File: src/rtl/urf_pkg.sv
package urf_pkg;

  // Register slot index taken from byte offset bits 4:2.
  typedef enum logic [2:0] {
    SLOT_TXDATA  = 3'd0,
    SLOT_RXDATA  = 3'd1,
    SLOT_TXCTRL  = 3'd2,
    SLOT_RXCTRL  = 3'd3,
    SLOT_IRQEN   = 3'd4,
    SLOT_IRQPEND = 3'd5,
    SLOT_BAUDDIV = 3'd6,
    SLOT_NONE    = 3'd7
  } slot_e;

  // Index of each stored word inside the control bank.
  localparam int BANK_TXCTRL  = 0;
  localparam int BANK_RXCTRL  = 1;
  localparam int BANK_IRQEN   = 2;
  localparam int BANK_BAUDDIV = 3;
  localparam int BANK_WORDS   = 4;

  // Bit positions with meaning to software.
  localparam int IRQEN_RX_BIT = 1;
  localparam int PEND_RX_BIT  = 1;

  // Byte offsets covered by one window.
  localparam int WINDOW_BITS = 5;

endpackage

File: src/rtl/urf_addr_decode.sv
module urf_addr_decode #(
  parameter int ADDR_W = 5
) (
  input  logic [ADDR_W-1:0] addr,
  output urf_pkg::slot_e    slot
);
  import urf_pkg::*;

  logic aligned;
  logic in_window;

  assign aligned = (addr[1:0] == 2'b00);

  generate
    if (ADDR_W > WINDOW_BITS) begin : g_upper
      assign in_window = (addr[ADDR_W-1:WINDOW_BITS] == '0);
    end else begin : g_exact
      assign in_window = 1'b1;
    end
  endgenerate

  always_comb begin
    if (aligned && in_window) begin
      slot = slot_e'(addr[4:2]);
    end else begin
      slot = SLOT_NONE;
    end
  end

endmodule

File: src/rtl/urf_ctrl_bank.sv
module urf_ctrl_bank #(
  parameter int DATA_W = 32,
  parameter int NWORDS = 4
) (
  input  logic                           clk,
  input  logic                           rst,
  input  logic [NWORDS-1:0]              wr_en,
  input  logic [DATA_W-1:0]              wdata,
  output logic [NWORDS-1:0][DATA_W-1:0]  words
);

  generate
    for (genvar g = 0; g < NWORDS; g++) begin : g_word
      always_ff @(posedge clk) begin
        if (rst) begin
          words[g] <= '0;
        end else if (wr_en[g]) begin
          words[g] <= wdata;
        end
      end
    end
  endgenerate

endmodule

File: src/rtl/urf_rx_fifo.sv
module urf_rx_fifo #(
  parameter int DEPTH  = 8,
  parameter int BYTE_W = 8,
  localparam int PTR_W = (DEPTH > 1) ? $clog2(DEPTH) : 1,
  localparam int CNT_W = $clog2(DEPTH + 1)
) (
  input  logic              clk,
  input  logic              rst,
  input  logic              push,
  input  logic [BYTE_W-1:0] din,
  input  logic              pop,
  output logic [BYTE_W-1:0] head,
  output logic [CNT_W-1:0]  count,
  output logic [CNT_W-1:0]  count_next
);

  localparam logic [PTR_W-1:0] LAST_PTR = PTR_W'(DEPTH - 1);
  localparam logic [CNT_W-1:0] FULL_CNT = CNT_W'(DEPTH);

  logic [BYTE_W-1:0] mem [DEPTH];
  logic [PTR_W-1:0]  wr_ptr;
  logic [PTR_W-1:0]  rd_ptr;
  logic              push_ok;
  logic              pop_ok;

  // Acceptance is judged on the occupancy before the edge.
  assign push_ok = push && (count != FULL_CNT);
  assign pop_ok  = pop  && (count != '0);

  always_comb begin
    count_next = count;
    if (push_ok && !pop_ok) begin
      count_next = count + CNT_W'(1);
    end else if (pop_ok && !push_ok) begin
      count_next = count - CNT_W'(1);
    end
  end

  // Storage without reset so it maps onto distributed RAM.
  always_ff @(posedge clk) begin
    if (push_ok) begin
      mem[wr_ptr] <= din;
    end
  end

  assign head = mem[rd_ptr];

  always_ff @(posedge clk) begin
    if (rst) begin
      wr_ptr <= '0;
      rd_ptr <= '0;
      count  <= '0;
    end else begin
      if (push_ok) begin
        wr_ptr <= (wr_ptr == LAST_PTR) ? '0 : wr_ptr + PTR_W'(1);
      end
      if (pop_ok) begin
        rd_ptr <= (rd_ptr == LAST_PTR) ? '0 : rd_ptr + PTR_W'(1);
      end
      count <= count_next;
    end
  end

endmodule

File: src/rtl/uart_reg_front.sv
module uart_reg_front #(
  parameter int ADDR_W   = 5,
  parameter int DATA_W   = 32,
  parameter int BYTE_W   = 8,
  parameter int RX_DEPTH = 8
) (
  input  logic              clk,
  input  logic              rst,
  input  logic [ADDR_W-1:0] bus_addr,
  input  logic              bus_wr,
  input  logic [DATA_W-1:0] bus_wdata,
  input  logic              bus_rd,
  output logic [DATA_W-1:0] bus_rdata,
  input  logic [BYTE_W-1:0] rx_byte,
  input  logic              rx_valid,
  output logic              rx_ready,
  output logic [BYTE_W-1:0] tx_byte,
  output logic              tx_strobe,
  output logic              irq
);
  import urf_pkg::*;

  localparam int CNT_W = $clog2(RX_DEPTH + 1);
  localparam logic [CNT_W-1:0]  FULL_CNT   = CNT_W'(RX_DEPTH);
  localparam logic [DATA_W-1:0] EMPTY_WORD = {1'b1, {(DATA_W-1){1'b0}}};

  slot_e                              slot;
  logic [BANK_WORDS-1:0]              bank_wr;
  logic [BANK_WORDS-1:0][DATA_W-1:0]  bank;
  logic [BYTE_W-1:0]                  rx_head;
  logic [CNT_W-1:0]                   rx_count;
  logic [CNT_W-1:0]                   rx_count_next;
  logic                               rx_pop;
  logic                               rx_irq_en;
  logic                               rx_irq_en_next;
  logic                               tx_fire;
  logic [DATA_W-1:0]                  rd_mux;

  urf_addr_decode #(.ADDR_W(ADDR_W)) u_decode (
    .addr (bus_addr),
    .slot (slot)
  );

  // One write enable per stored word.
  always_comb begin
    bank_wr = '0;
    if (bus_wr) begin
      unique case (slot)
        SLOT_TXCTRL:  bank_wr[BANK_TXCTRL]  = 1'b1;
        SLOT_RXCTRL:  bank_wr[BANK_RXCTRL]  = 1'b1;
        SLOT_IRQEN:   bank_wr[BANK_IRQEN]   = 1'b1;
        SLOT_BAUDDIV: bank_wr[BANK_BAUDDIV] = 1'b1;
        default:      bank_wr = '0;
      endcase
    end
  end

  urf_ctrl_bank #(.DATA_W(DATA_W), .NWORDS(BANK_WORDS)) u_bank (
    .clk   (clk),
    .rst   (rst),
    .wr_en (bank_wr),
    .wdata (bus_wdata),
    .words (bank)
  );

  assign rx_pop = bus_rd && (slot == SLOT_RXDATA);

  urf_rx_fifo #(.DEPTH(RX_DEPTH), .BYTE_W(BYTE_W)) u_rxq (
    .clk        (clk),
    .rst        (rst),
    .push       (rx_valid),
    .din        (rx_byte),
    .pop        (rx_pop),
    .head       (rx_head),
    .count      (rx_count),
    .count_next (rx_count_next)
  );

  // Read multiplexer over the state before the edge.
  always_comb begin
    rd_mux = '0;
    unique case (slot)
      SLOT_RXDATA:  rd_mux = (rx_count != '0) ? DATA_W'(rx_head) : EMPTY_WORD;
      SLOT_TXCTRL:  rd_mux = bank[BANK_TXCTRL];
      SLOT_RXCTRL:  rd_mux = bank[BANK_RXCTRL];
      SLOT_IRQEN:   rd_mux = bank[BANK_IRQEN];
      SLOT_IRQPEND: rd_mux[PEND_RX_BIT] = (rx_count != '0);
      SLOT_BAUDDIV: rd_mux = bank[BANK_BAUDDIV];
      default:      rd_mux = '0;
    endcase
  end

  always_ff @(posedge clk) begin
    if (rst) begin
      bus_rdata <= '0;
    end else if (bus_rd) begin
      bus_rdata <= rd_mux;
    end
  end

  assign tx_fire = bus_wr && (slot == SLOT_TXDATA);

  always_ff @(posedge clk) begin
    if (rst) begin
      tx_strobe <= 1'b0;
      tx_byte   <= '0;
    end else begin
      tx_strobe <= tx_fire;
      if (tx_fire) begin
        tx_byte <= bus_wdata[BYTE_W-1:0];
      end
    end
  end

  // Interrupt and ready are registered from next state, so they match the
  // queue and enable word as they stand after each edge.
  assign rx_irq_en      = bank[BANK_IRQEN][IRQEN_RX_BIT];
  assign rx_irq_en_next = bank_wr[BANK_IRQEN] ? bus_wdata[IRQEN_RX_BIT] : rx_irq_en;

  always_ff @(posedge clk) begin
    if (rst) begin
      irq      <= 1'b0;
      rx_ready <= 1'b1;
    end else begin
      irq      <= rx_irq_en_next && (rx_count_next != '0);
      rx_ready <= (rx_count_next != FULL_CNT);
    end
  end

endmodule

File: config.mk
export PLATFORM = sky130hd
export DESIGN_NAME = uart_reg_front
export DESIGN_NICKNAME = d
export VERILOG_FILES = /design/src/rtl/urf_pkg.sv /design/src/rtl/urf_addr_decode.sv /design/src/rtl/urf_ctrl_bank.sv /design/src/rtl/urf_rx_fifo.sv /design/src/rtl/uart_reg_front.sv
export SDC_FILE = /design/constraint.sdc
export NUM_CORES = 1
export LEC_CHECK = 0
export ABC_AREA = 0
export ABC_CLOCK_PERIOD_IN_PS = 9230
export BUFFER_PORTS_ARGS = -buffer_cell sky130_fd_sc_hd__buf_2
export CAP_MARGIN = 5
export CORE_AREA = 2 2 156 158
export CTS_CLUSTER_DIAMETER = 150
export DETAILED_ROUTE_END_ITERATION = 8
export DIE_AREA = 0 0 158 160
export PLACE_DENSITY = 0.63
export SETUP_SLACK_MARGIN = 0.2
export SLEW_MARGIN = 20
export SYNTH_ARGS = -nofsm -noshare
export SYNTH_HDL_FRONTEND = slang
export SYNTH_HIERARCHICAL = 1
export SYNTH_SLANG_ARGS = --single-unit
File: constraint.sdc
create_clock -name clk -period 9.23 [get_ports clk]
set_input_delay 0.923 -clock clk [delete_from_list [all_inputs] [get_ports clk]]
set_output_delay 0.923 -clock clk [all_outputs]
set_load 0.02 [all_outputs]
; ---- Yosys cells after proc, flatten, opt, wreduce, memory -nomap -nowiden
; Memories as Yosys holds them, arrays and structs flattened. A register that Yosys moved wholly into a read port is not among the register bits.
; Index checks and enable logic that the tools add are counted.
[totals]
reg_bits = 181
ram_bits = 64
in_bits = 50
output_inout_bits = 43
mem_count = 1
[op_classes]
add_sub_neg = 4
n_eq_ne = 10
mux = 19
reduce_logical = 13
[mem_list]
columns = name, words, word_bits, read_ports, rd_clocked_by_memory_dff, wr, line_no
row1 = u_rxq.mem, 8, 8, 1, 1, 1, urf_rx_fifo.sv:20  ; logic [BYTE_W-1:0] mem [DEPTH];
[op_table]
columns = cell, count
row1 = $pmux 30 s5, 1
row2 = $mux 32, 1
row3 = $eq 3x3->1 const B, 5
row4 = $mux 3, 5
row5 = $mux 4, 3
row6 = $ne 4x4->1 const B, 2
row7 = $reduce_bool 4->1, 2
row8 = $logic_and 1x1->1, 7
row9 = $mux 1, 7
row10 = $add 3x1->3 const B, 2
row11 = $eq 3x2->1 const B, 2
row12 = $pmux 1 s6, 1
row13 = $pmux 1 s5, 1
row14 = $add 4x1->4 const B, 1
row15 = $sub 4x1->4 const B, 1
row16 = $eq 3x1->1 const B, 1
row17 = $logic_not 3->1, 1
row18 = $logic_not 1->1, 2
row19 = $logic_not 2->1, 1

; ---- Depth between registers and ports, before layout
[logic_depth]
word_depth = 10
mapped_depth = 11
ltp_nobuf = 8

; ---- Hierarchy
; The synthesis kept the hierarchy.
[modules_own_cells]
columns = mod, instances, cells_per_inst, area_per_inst_um2, seq_area_each_um2
row1 = urf_ctrl_bank, 1, 414, 4679.5, 2562.5
row2 = urf_rx_fifo, 1, 182, 3193.1, 2182.1
row3 = uart_reg_front, 1, 293, 2640.0, 860.8
row4 = urf_addr_decode, 1, 3, 18.8, 0.0

; ---- Least setup slack after synthesis
; Ideal clock, no wire load.
[synth_timing]
path_type = input port to flip-flop
startpoint = in bus_addr[1]
endpoint = reg irq
arrival_ps = 3408
required_time_ps = 9099
path_slack_ps = 5691
path_stages = 11
path_cell_list = or3_1 buf_2 buf_4 clkbuf_1 nor4b_1 inv_1 nor2_1 xnor2_1 xnor2_1 nor4_1 nor3_1
[synth_between]
elab_chain_len = 10
elab_cells_between_ends = 16
cone_classes = eq/ne (2) / mux (6) / reduce/logical (8)
[synth_rtl]
columns = item, line_no
row1 = "start, declared", uart_reg_front.sv:9  ; input logic [ADDR_W-1:0] bus_addr,
row2 = $logic_not 2->1 (*), urf_addr_decode.sv:12  ; assign aligned = (addr[1:0] == 2'b00);
row3 = $mux 3 (*), urf_addr_decode.sv:23  ; if (aligned && in_window) begin
row4 = $eq 3x1->1 (*), uart_reg_front.sv:66  ; assign rx_pop = bus_rd && (slot == SLOT_RXDATA);
row5 = $logic_and 1x1->1 (*), uart_reg_front.sv:66
row6 = named net rx_pop, uart_reg_front.sv:33  ; logic rx_pop;
row7 = $logic_and 1x1->1 (*), urf_rx_fifo.sv:28  ; assign pop_ok = pop && (count != '0);
row8 = $logic_and 1x1->1 or $logic_not 1->1 (tied branches), "urf_rx_fifo.sv:34, urf_rx_fifo.sv:32"
row9 = $mux 4 or $logic_and 1x1->1 (tied branches), "urf_rx_fifo.sv:34, urf_rx_fifo.sv:32"
row10 = $mux 4 (*), urf_rx_fifo.sv:32  ; if (push_ok && !pop_ok) begin
row11 = named net rx_count_next[0], uart_reg_front.sv:32  ; logic [CNT_W-1:0] rx_count_next;
row12 = $reduce_bool 4->1 (*), uart_reg_front.sv:125  ; irq <= rx_irq_en_next && (rx_count_next != '0);
row13 = $logic_and 1x1->1 (*), uart_reg_front.sv:125
row14 = "end signal, assigned", uart_reg_front.sv:125
row15 = "end, declared", uart_reg_front.sv:19  ; output logic irq
; The timed path passes the listed nets; every way through them passes the cells marked *.
; A chain may end at the register's enable or synchronous reset.

; ---- Final worst setup path
[layout_timing]
startpoint = in bus_addr[1]
endpoint = reg irq
[layout_between]
elab_chain_len = 10
elab_cells_between_ends = 16
cone_classes = eq/ne (2) / mux (6) / reduce/logical (8)
[layout_rtl]
columns = item, line_no
row1 = $logic_not 2->1 (*), urf_addr_decode.sv:12
row2 = $mux 3 (*), urf_addr_decode.sv:23
row3 = named net slot[1], uart_reg_front.sv:27  ; slot_e slot;
row4 = $eq 3x1->1 (*), uart_reg_front.sv:66
row5 = $logic_and 1x1->1 (*), uart_reg_front.sv:66
row6 = named net rx_pop, uart_reg_front.sv:33
row7 = $logic_and 1x1->1 (*), urf_rx_fifo.sv:28
row8 = $logic_and 1x1->1 or $logic_not 1->1 (tied branches), "urf_rx_fifo.sv:34, urf_rx_fifo.sv:32"
row9 = $mux 4 or $logic_and 1x1->1 (tied branches), "urf_rx_fifo.sv:34, urf_rx_fifo.sv:32"
row10 = $mux 4 (*), urf_rx_fifo.sv:32
row11 = named net rx_count_next[0], uart_reg_front.sv:32
row12 = $reduce_bool 4->1 (*), uart_reg_front.sv:125
row13 = $logic_and 1x1->1 (*), uart_reg_front.sv:125
; Marks and branches as above.

==> impl_results.md <==
- RSZ-0062 raised after global routing: no
- Post-CTS Setup Inserts: 0
- Post-synth EDFFs: 64
- DR WL/cell: about 17 um
- Final-report hold violation count: 0
- DRT Pass-1 Iters: 5
- Top-Level Pins: 93
- Area leader, netlist: dfxtp_1
- # H-tree levels: 1
- Status: complete, no violations
- Switching pwr: between 0.5 and 0.6 mW
- Sequential share of power: a little under half
- Top cell by count, worst path: xnor2_1
- TritonCTS clock tree: done
- Ys Warns: 6
- Max Fclk: between 200 and 300 MHz
- Total wire length: between 20000 and 25000 um
- Worst path max stage delay: around 0.76 ns
- HP Class: reg -> reg
- DR DRC count: 0
- Die width: around 160 um
- Post-synthesis cell type count: 54
- Layout cells sized above 1: a little over a fifth
- Post-synth ARST share: 0%
- Max-cap viol count: 0
- Largest net degree at the start of global routing: 83
- Worst r2r dst: u_rxq/mem[3][6]$_DFFE_PP_
- # nets final: between 1000 and 1500
- CP max stage cell: nor4b_1
- CP Capture Type: flip-flop
- Crit path DAT: between 3 and 4 ns
- Top-count cell post-synth: dfxtp_1
- Hold Path Sink: tx_byte[3]$_SDFFE_PP0P_
- CTS Sinks: roughly 250
- Rows: 57
- Dominant cells by area after synthesis: dfxtp_1 35%, edfxtp_1 18%, mux2i_1 12%
- Final setup TNS: 0 ns
- Worst Clk Skew: ~0.0055 ns
- Max-slew violations: 0
- Critical path launch point type: input pin
- Fillers: approximately 2200
- Comb power frac: about 4.8%
- Register area share after synthesis: 53.2%
- Area delta synth->final: 13.5%
- Post-Syn Area: 10500 um^2
- Internal: around 1.9 mW
- CTS Buf Count: 28
- Sw frac: 20.9%
- Antenna violations before repair: 2
- Worst EP required: 9.60 ns
- Pre-CTS WS: roughly 5.3 ns
- Via count: between 6000 and 7000
- Fin crit share: around 37%
- GPL Wtd Cong: 0.749
- Clock share of power: between 40% and 50%
- Commonest cells in the netlist: 184 x dfxtp_1, 138 x nor2_1, 129 x mux2i_1
- Syn_nets: around 950
- Ys flop type: dfxtp_1
- Top cell type's share of synthesized area: between 30% and 40%
- Worst r2r src: u_rxq/count[0]$_SDFF_PP0_
- Max IR drop VDD: 0.000183 V
- Port Buf Inserts: between 90 and 100
- CTS max path bufs: 3
- CP Max Fanout: 46
- GRT Total Usage: approximately 18%
- Final min period: 3.43 ns
- Worst R2R Setup Slack: 6.63 ns
- First-pass GRT wire length: 35900 um
- Detailed-placement wirelength estimate: 13400 um
- Normalized max-slew margin: between 20% and 30%
- Hold slack: between 0.4 and 0.5 ns
- Post-synthesis cell count: 892
- Final WS setup: roughly 5.8 ns
- # hold bufs at CTS: 0
- Synthesized area per cell: between 10 and 15 um^2
- Clk_lat worst skew: roughly 0.53 ns
- Vias in the first global route: between 6000 and 7000
- # resized after CTS: 0
- Static leakage: roughly 4.3 nW
- Critical path class: in -> reg
- Critical path cell sequence: buf_2, or3_2, buf_4, nor4b_1, inv_1, nor2_1, xnor2_1, xnor2_1, nor4_1, nor3_1
- Starting Density: approximately 44%
- Worst hold stages: 2
- Grt ovf: 0
- Final setup fails: 0
- Core Footprint: between 20000 and 25000 um^2
- Pwr Density: 203 nW/um^2
- Register bit total from synthesis: roughly 250
- Vias per cell: approximately 5.2
- CTS clk-pin slew, worst paths: around 0.060 ns
- DRT iter0 DRCs: 554
- Critical Path Source: bus_addr[1]
- Root Driver: clkbuf_16
- Actual slew at the worst max-slew pin: approximately 1.1 ns
- Die ar.: 25300 um^2
- Hold path startpoint: tx_byte[3]$_SDFFE_PP0P_
- DIE HEIGHT: 160 um
- Final ANT Viol Nets: 0
- Reg2reg path depth: 6
[power groups by stage]
stage               clock (mW)  sequential [mW]  combinational (mW)
global placement             0             1.16               0.115
CTS                       1.21             1.14               0.117
finish                    1.18             1.14               0.116
detailed placement           0             1.16               0.116
floorplan                    0             1.16              0.0787
global route              1.25             1.14               0.128
[cells in the final DEF, fill, tap and decap left out, types with 3 or more instances in the layout]
master     Yosys  layout
dfxtp_1      184     184
nor2_1       138     136
mux2i_1      129     129
buf_2         25      91
edfxtp_1      64      64
nand2_1       63      63
mux2_2        50      50
clkbuf_16      0      30
inv_1         29      29
a22oi_1       23      23
o221ai_1      23      23
a21oi_1       17      17
mux4_1        15      15
buf_4          4      14
nand3_1        9       9
a221oi_1       8       8
clkbuf_1      10       8
a222oi_1       7       7
nor3_1         8       7
a211oi_1       6       6
clkbuf_8       0       6
ha_1           6       6
bufinv_16      0       4
or3_1          5       4
o211ai_1       3       3
nand3b_1       3       3
clkinv_2       0       3
nand2b_1       3       3
[layout make-up]
class | instances | area, um^2 | area share (%)
flip-flops and latches | 248 | 5610 | 46.9
multi-input cells | 552 | 4260 | 35.6
clock buffers | 44 | 863 | 7.22
repair buffers | 105 | 561 | 4.69
well taps | 324 | 405 | 3.39
clock inverters | 8 | 144 | 1.20
inverters | 29 | 109 | 0.911
diodes | 2 | 5.00 | 0.0419
[registers in the layout, indices dropped and copies added, names as in the netlist, named ones only]
signal / flops
bus_rdata: 32
irq: 1
rx_ready: 1
tx_byte: 8
tx_strobe: 1
u_bank/words: 128
u_rxq/count: 4
u_rxq/mem: 64
u_rxq/rd_ptr: 3
u_rxq/wr_ptr: 3
[metal layers]
layer	track usage, %	share of wire, %
met1	24.4	46
met2	28.9	47
met3	3.09	4.6
met4	3.85	1.9
met5	0	0
[metrics by stage]
| stage | power [mW] | instances | utilization (%) | area, um^2 |
|---|---|---|---|---|
| 2_1_floorplan | 1.24 | 892 | - | 10500 |
| 3_3_place_gp | 1.27 | 1258 | 45.9 | 10900 |
| 3_5_place_dp | 1.28 | 1258 | 45.9 | 10900 |
| 4_1_cts | 2.46 | 1310 | 50.2 | 11900 |
| 5_1_grt | 2.52 | 1310 | 50.2 | 11900 |
| 6_report | 2.43 | 1312 | 50.2 | 12000 |
[how the worst max path moves through the flow]
stage                      to  depth (start not counted)  slack, ns
4_1_cts        irq$_SDFF_PP0_                         10       5.85
5_1_grt        irq$_SDFF_PP0_                         10       5.50
6_report       irq$_SDFF_PP0_                         10       5.80
3_3_place_gp   irq$_SDFF_PP0_                         10       5.35
3_5_place_dp   irq$_SDFF_PP0_                         10       5.30
2_1_floorplan  irq$_SDFF_PP0_                         11       5.69
[critical path: cells and delay by family]
family	cells	cell delay (ns)
xor gates and xnor gates	2	0.34
buffers and inverters	3	0.65
and+or+nand+nor	5	1.87
[cell families after synthesis]
group / count (synthesis) / synth area share, %
flops: 248 / 53.2
compound gates: 96 / 7.06
xor+xnor: 3 / 0.250
fa+ha+maj: 6 / 0.713
simple gates: 252 / 10.7
buf+inv: 92 / 6.52
mux: 195 / 21.6
Power figures use the tool's default switching activity.
